File: src/rtl/vic_pkg.sv
package vic_pkg;
  typedef enum logic [1:0] {
    ACK_NONE = 2'd0,
    ACK_VEC  = 2'd1,
    ACK_SPUR = 2'd2
  } ack_kind_e;
endpackage

File: src/rtl/vic_msb_find.sv
// Highest set bit of a wide bitmap, found in two levels: per group, then across groups.
module vic_msb_find #(
  parameter int WIDTH = 256,
  parameter int GROUP = 16,
  localparam int IDX_W = $clog2(WIDTH),
  localparam int NG    = WIDTH / GROUP,
  localparam int GW    = $clog2(GROUP),
  localparam int NGW   = IDX_W - GW
) (
  input  logic [WIDTH-1:0] bits,
  output logic             found,
  output logic [IDX_W-1:0] idx
);
  logic [NG-1:0] grp_any;
  logic [GW-1:0] grp_idx [NG];
  logic [NGW-1:0] top_g;

  for (genvar g = 0; g < NG; g++) begin : g_grp
    assign grp_any[g] = |bits[g*GROUP +: GROUP];
    always_comb begin
      grp_idx[g] = '0;
      for (int j = 0; j < GROUP; j++) begin
        if (bits[g*GROUP + j]) grp_idx[g] = GW'(j);
      end
    end
  end

  always_comb begin
    top_g = '0;
    for (int g = 0; g < NG; g++) begin
      if (grp_any[g]) top_g = NGW'(g);
    end
  end

  assign found = |grp_any;
  assign idx   = {top_g, grp_idx[top_g]};
endmodule

File: src/rtl/vic_onehot.sv
module vic_onehot #(
  parameter int N = 256,
  localparam int IW = $clog2(N)
) (
  input  logic          en,
  input  logic [IW-1:0] idx,
  output logic [N-1:0]  mask
);
  for (genvar i = 0; i < N; i++) begin : g_bit
    assign mask[i] = en && (idx == IW'(i));
  end
endmodule

File: src/rtl/vic_prio_eval.sv
// Processor-priority derivation, pending decision and acknowledge classification.
module vic_prio_eval
  import vic_pkg::*;
#(
  parameter int VEC_W = 8,
  parameter int SUB_W = 4,
  localparam int CLS_W = VEC_W - SUB_W
) (
  input  logic             enable,
  input  logic [VEC_W-1:0] tpr,
  input  logic             irr_any,
  input  logic [VEC_W-1:0] irr_top,
  input  logic             isr_any,
  input  logic [CLS_W-1:0] isr_cls,
  output logic             pending,
  output ack_kind_e        kind
);
  logic [CLS_W-1:0] tpr_cls, act_cls, irr_cls, ppr_cls;
  logic [VEC_W-1:0] ppr;

  assign tpr_cls = tpr[VEC_W-1 -: CLS_W];
  assign act_cls = isr_any ? isr_cls : '0;
  assign ppr     = (tpr_cls >= act_cls) ? tpr : {act_cls, {SUB_W{1'b0}}};
  assign ppr_cls = ppr[VEC_W-1 -: CLS_W];
  assign irr_cls = irr_top[VEC_W-1 -: CLS_W];

  assign pending = enable && irr_any && ((ppr == '0) || (irr_cls > ppr_cls));

  always_comb begin
    if (!enable || !irr_any)                    kind = ACK_NONE;
    else if ((tpr != '0) && (irr_top <= tpr))   kind = ACK_SPUR;
    else                                        kind = ACK_VEC;
  end
endmodule

File: src/rtl/vic_core.sv
module vic_core
  import vic_pkg::*;
#(
  parameter int NUM_VEC    = 256,
  parameter int CLASS_SIZE = 16,
  localparam int VEC_W = $clog2(NUM_VEC),
  localparam int SUB_W = $clog2(CLASS_SIZE),
  localparam int CLS_W = VEC_W - SUB_W
) (
  input  logic             clk,
  input  logic             rst_n,
  input  logic             set_valid,
  output logic             set_ready,
  input  logic [VEC_W-1:0] set_vector,
  input  logic             set_level,
  input  logic             ack_valid,
  output logic             ack_ready,
  output logic             ack_rsp_valid,
  output logic [1:0]       ack_rsp_kind,
  output logic [VEC_W-1:0] ack_rsp_vector,
  output logic             ack_rsp_level,
  input  logic             eoi,
  input  logic             tpr_we,
  input  logic [CLS_W-1:0] tpr_wdata,
  input  logic             svr_we,
  input  logic [VEC_W:0]   svr_wdata,
  output logic             irq_pending
);
  logic [NUM_VEC-1:0] irr_q, isr_q, tmr_q;
  logic [VEC_W-1:0]   tpr_q;
  logic [VEC_W:0]     svr_q;

  logic               irr_any, isr_any;
  logic [VEC_W-1:0]   irr_top, isr_top;
  ack_kind_e          kind;
  logic               grant;
  logic [NUM_VEC-1:0] set_mask, grant_mask, eoi_mask;

  assign set_ready = 1'b1;
  assign ack_ready = 1'b1;

  vic_msb_find #(.WIDTH(NUM_VEC), .GROUP(CLASS_SIZE)) u_irr_find (
    .bits(irr_q), .found(irr_any), .idx(irr_top));
  vic_msb_find #(.WIDTH(NUM_VEC), .GROUP(CLASS_SIZE)) u_isr_find (
    .bits(isr_q), .found(isr_any), .idx(isr_top));

  vic_prio_eval #(.VEC_W(VEC_W), .SUB_W(SUB_W)) u_eval (
    .enable  (svr_q[VEC_W]),
    .tpr     (tpr_q),
    .irr_any (irr_any),
    .irr_top (irr_top),
    .isr_any (isr_any),
    .isr_cls (isr_top[VEC_W-1 -: CLS_W]),
    .pending (irq_pending),
    .kind    (kind)
  );

  assign grant = ack_valid && (kind == ACK_VEC);

  vic_onehot #(.N(NUM_VEC)) u_set_dec   (.en(set_valid),      .idx(set_vector), .mask(set_mask));
  vic_onehot #(.N(NUM_VEC)) u_grant_dec (.en(grant),          .idx(irr_top),    .mask(grant_mask));
  vic_onehot #(.N(NUM_VEC)) u_eoi_dec   (.en(eoi && isr_any), .idx(isr_top),    .mask(eoi_mask));

  always_ff @(posedge clk) begin
    if (!rst_n) begin
      irr_q <= '0;
      isr_q <= '0;
      tmr_q <= '0;
      tpr_q <= '0;
      svr_q <= {1'b0, {VEC_W{1'b1}}};
    end else begin
      irr_q <= (irr_q & ~grant_mask) | set_mask;
      isr_q <= (isr_q & ~eoi_mask) | grant_mask;
      if (set_valid) tmr_q <= set_level ? (tmr_q | set_mask) : (tmr_q & ~set_mask);
      if (tpr_we)    tpr_q <= {tpr_wdata, {SUB_W{1'b0}}};
      if (svr_we)    svr_q <= svr_wdata;
    end
  end

  always_ff @(posedge clk) begin
    if (!rst_n) begin
      ack_rsp_valid  <= 1'b0;
      ack_rsp_kind   <= ACK_NONE;
      ack_rsp_vector <= '0;
      ack_rsp_level  <= 1'b0;
    end else begin
      ack_rsp_valid <= ack_valid;
      if (ack_valid) begin
        ack_rsp_kind <= kind;
        unique case (kind)
          ACK_VEC: begin
            ack_rsp_vector <= irr_top;
            ack_rsp_level  <= tmr_q[irr_top];
          end
          ACK_SPUR: begin
            ack_rsp_vector <= svr_q[VEC_W-1:0];
            ack_rsp_level  <= 1'b0;
          end
          default: begin
            ack_rsp_vector <= '0;
            ack_rsp_level  <= 1'b0;
          end
        endcase
      end
    end
  end
endmodule

File: config.mk
export PLATFORM = sky130hd
export DESIGN_NAME = vic_core
export DESIGN_NICKNAME = d
export VERILOG_FILES = /design/src/rtl/vic_pkg.sv /design/src/rtl/vic_msb_find.sv /design/src/rtl/vic_onehot.sv /design/src/rtl/vic_prio_eval.sv /design/src/rtl/vic_core.sv
export SDC_FILE = /design/constraint.sdc
export NUM_CORES = 2
export LEC_CHECK = 0
export BUFFER_PORTS_ARGS = -buffer_cell sky130_fd_sc_hd__buf_2
export CORE_ASPECT_RATIO = 1.5
export CORE_UTILIZATION = 65
export CTS_CLUSTER_DIAMETER = 120
export CTS_CLUSTER_SIZE = 24
export DETAILED_ROUTE_END_ITERATION = 10
export PLACE_DENSITY = 0.82
export SLEW_MARGIN = 20
export SYNTH_ARGS = -nofsm -noshare
export SYNTH_HDL_FRONTEND = slang
export SYNTH_SLANG_ARGS = --single-unit
File: constraint.sdc
create_clock -name clk -period 12.9 [get_ports clk]
set_input_delay 3.225 -clock clk [delete_from_list [all_inputs] [get_ports clk]]
set_output_delay 3.225 -clock clk [all_outputs]
set_load 0.01 [all_outputs]
==> results.sh <==
export IMPL_clock_sinks=793
export IMPL_synth_async_reset_ratio_pct=0
export IMPL_drv_slew=0
export IMPL_die_w_um=207
export IMPL_fin_crit_sh_pct=75.5
export IMPL_leakage_nw=13.8
export IMPL_crit_top_cell="a21oi_1"
export IMPL_crit_arrival_ps=6510
export IMPL_ys_flop_type="dfxtp_1"
export IMPL_clk_pin_slew_ps=100
export IMPL_final_antenna_net_count=0
export IMPL_yosys_warnings=0
export IMPL_vias_per_cell=7.05
export IMPL_required_ps=9680
export IMPL_cp_top_family="compound AO/OA/AOI/OAI gates"
export IMPL_synthSimpleGateAreaFrac_pct=23.5
export IMPL_timing_worst_slew_pin_value_ps=1370
export IMPL_synth_compound_area_share_pct=29.0
export IMPL_cp_max_fo=24
export IMPL_num_rows=112
export IMPL_synth_area_mux_share_pct=2.45
export IMPL_skew_ps=37.1
export IMPL_port_buffers=41
export IMPL_drive_above_1_share_pct=5.35
export IMPL_final_common_cell="nand2_1"
export IMPL_vias=41800
export IMPL_p_per_area_nw_per_um2=125
export IMPL_drcViolationCount=0
export IMPL_cp_start_kind="flip-flop"
export IMPL_final_util_pct=68.3
export IMPL_antenna_found_initial=11
export IMPL_cts_resized_gates=0
export IMPL_synth_area_per_cell_sq_um=7.68
export IMPL_cts_made_buffers=39
export IMPL_cts_root_buf="clkbuf_16"
export IMPL_post_synth_top_area_cell="dfxtp_1"
export IMPL_die_area_sq_um=64400
export IMPL_cts_max_level=2
export IMPL_outcome="finished clean"
export IMPL_finalPower_mw=5.33
export IMPL_hold_viol=0
export IMPL_hold_buffers=0
export IMPL_grtUsageTotal_pct=48.2
export IMPL_io_pins=44
export IMPL_setup_viol=0
export IMPL_yosysSeqAreaShare_pct=38.6
export IMPL_ys_seq_elements=793
export IMPL_slew_headroom_pct=8.46
export IMPL_irDropWorstVdd_mv=0.144
export IMPL_synth_adder_area_share_pct=0.365
export IMPL_fin_setup_tns_ps=0
export IMPL_synth_area_sq_um=41200
export IMPL_synth_edff_count=0
export IMPL_synth_top_area_share_pct=38.6
export IMPL_overflow=0
export IMPL_dpl_hpwl_um=103000
export IMPL_grt_pass1_wl_um=235000
export IMPL_min_path_type="reg -> reg"
export IMPL_ys_top_cells_by_area="dfxtp_1, a21boi_0, nand2_1"
export IMPL_drt_wl_total_um=159000
export IMPL_final_setup_worst_slack_ps=3160
export IMPL_grt_pass1_vias=39500
export IMPL_critPathSlowestCell="or4_1"
export IMPL_crit_type="reg -> out"
export IMPL_netlist_instances=5361
export IMPL_clock_path_buffers=3
export IMPL_path_cells="or4_1 -> nand2b_1 -> nand4b_1 -> nor2_1 -> nand2_1 -> a21oi_1 -> o21ai_0 -> nand2_1 -> inv_1 -> ha_1 -> a21o_1 -> a21o_1 -> a21oi_1 -> nor2_1 -> a21oi_1 -> ha_1 -> nor2b_1 -> o21ai_0 -> nand2b_1 -> a21oi_1 -> a41oi_1 -> o21a_1 -> buf_2"
export IMPL_wl_per_cell_um=26.8
export IMPL_max_freq_mhz=103
export IMPL_final_area_sq_um=42600
export IMPL_finalNonFillerCells=5930
export IMPL_ys_types=95
export IMPL_die_h_um=310
export IMPL_layout_common_cells="nand2_1, dfxtp_1, a21boi_0, nor2_1, nand3_1"
export IMPL_fin_nets=5164
export IMPL_min_period_ps=9740
export IMPL_cts_tree="yes"
export IMPL_dpl_instance_area_sq_um=41500
export IMPL_core_area_sq_um=62400
export IMPL_drt_iter0_drc=5535
export IMPL_whs_ps=470
export IMPL_rsz0062_at_grt="false"
export IMPL_initial_core_util_pct=66.0
export IMPL_dp_cells=5879
export IMPL_cp_end_kind="output pin"
export IMPL_area_delta_synth_final_pct=3.52
export IMPL_yosys_area_share_xor_xnor_pct=0
export IMPL_cap_violations=0
export IMPL_path_buf_inv=2
export IMPL_cts_setup_buffers=0
export IMPL_synth_top_family_by_area="compound AO/OA/AOI/OAI gates"
export IMPL_grt_max_degree=177
export IMPL_insertion_delay_ps=640
export IMPL_critPathMaxStageDelay_ps=530
export IMPL_dr_pass1_iters=8
export IMPL_dp_slack_ps=4060
export IMPL_routabilityCongestion=1.09
==> cell type report <==
type | instances | area [sq um]
Timing Repair Buffer | 134 | 920
Multi-Input combinational cell | 3940 | 22900
Sequential cell | 793 | 15900
Inverter | 215 | 807
Clock buffer | 42 | 1030
Clock inverter | 1 | 30.0
Tap cell | 798 | 998
Antenna cell | 7 | 17.5
Fill cell | 5490 | 19800
==> cells by family (layout without fill, tap and decap cells) <==
kind of cell,count (synthesis),count (layout)
compound gates,1709,1709
flops,793,793
mux,97,97
other cells,1,9
fa+ha+maj,12,12
simple gates,2120,2120
buf+inv,629,392
==> routing by layer <==
layer | part of all wire [%] | global-route usage, % | wire (um) | vias up
met5 | 0.047 | 0.225 | 75 | -
met4 | 12 | 50.2 | 18900 | 10
met3 | 12 | 13.4 | 18500 | 1066
met2 | 44 | 75.9 | 69200 | 2791
met1 | 33 | 51.0 | 52100 | 19400
li1 | - | - | - | 18500
==> worst paths after layout <==
path,slack (ps),from,cells after the start,end
worst max register to register,4580,irr_q[244]$_SDFF_PN0_,17,irr_q[124]$_SDFF_PN0_
worst min-delay path,470,flip-flop,2,flip-flop
worst max-delay path,3160,isr_q[89]$_SDFF_PN0_,23,irq_pending
worst min register to register,470,flip-flop,2,flip-flop
==> Yosys cell counts (all sizes together) (9+ instances only) <==
cell type / instances
a2111oi: 9
clkbuf: 309
and2: 34
nand3: 329
dfxtp: 793
a311oi: 11
a21o: 19
nor2b: 37
nand4: 44
and3: 15
o211ai: 19
a31oi: 143
o21bai: 34
nor2: 373
o21a: 143
inv: 215
or4: 32
nor3: 140
nor4: 114
mux2i: 89
nand2b: 44
and4: 12
nand2: 922
o31ai: 165
a211oi: 26
a21oi: 107
o21ai: 278
o22ai: 12
o31a: 11
ha: 12
a21boi: 643
buf: 105
==> worst min-delay path, delay by kind of cell (launching register included) <==
family / cells / cell delay (ps)
flip-flops: 1 / 320
AND/OR/NAND/NOR: 1 / 50
AO/OA/AOI/OAI: 1 / 60
==> where the power goes <==
group | total (mW) | switching, mW | internal [mW] | leakage (nW)
Combinational | 1.45 | 1.16 | 0.290 | 6.92
Clock | 1.42 | 0.840 | 0.576 | 0.518
Sequential | 2.46 | 0.00722 | 2.45 | 6.39
Total | 5.33 | 2.01 | 3.32 | 13.8
No activity file was read; power rests on OpenSTA's default activity.
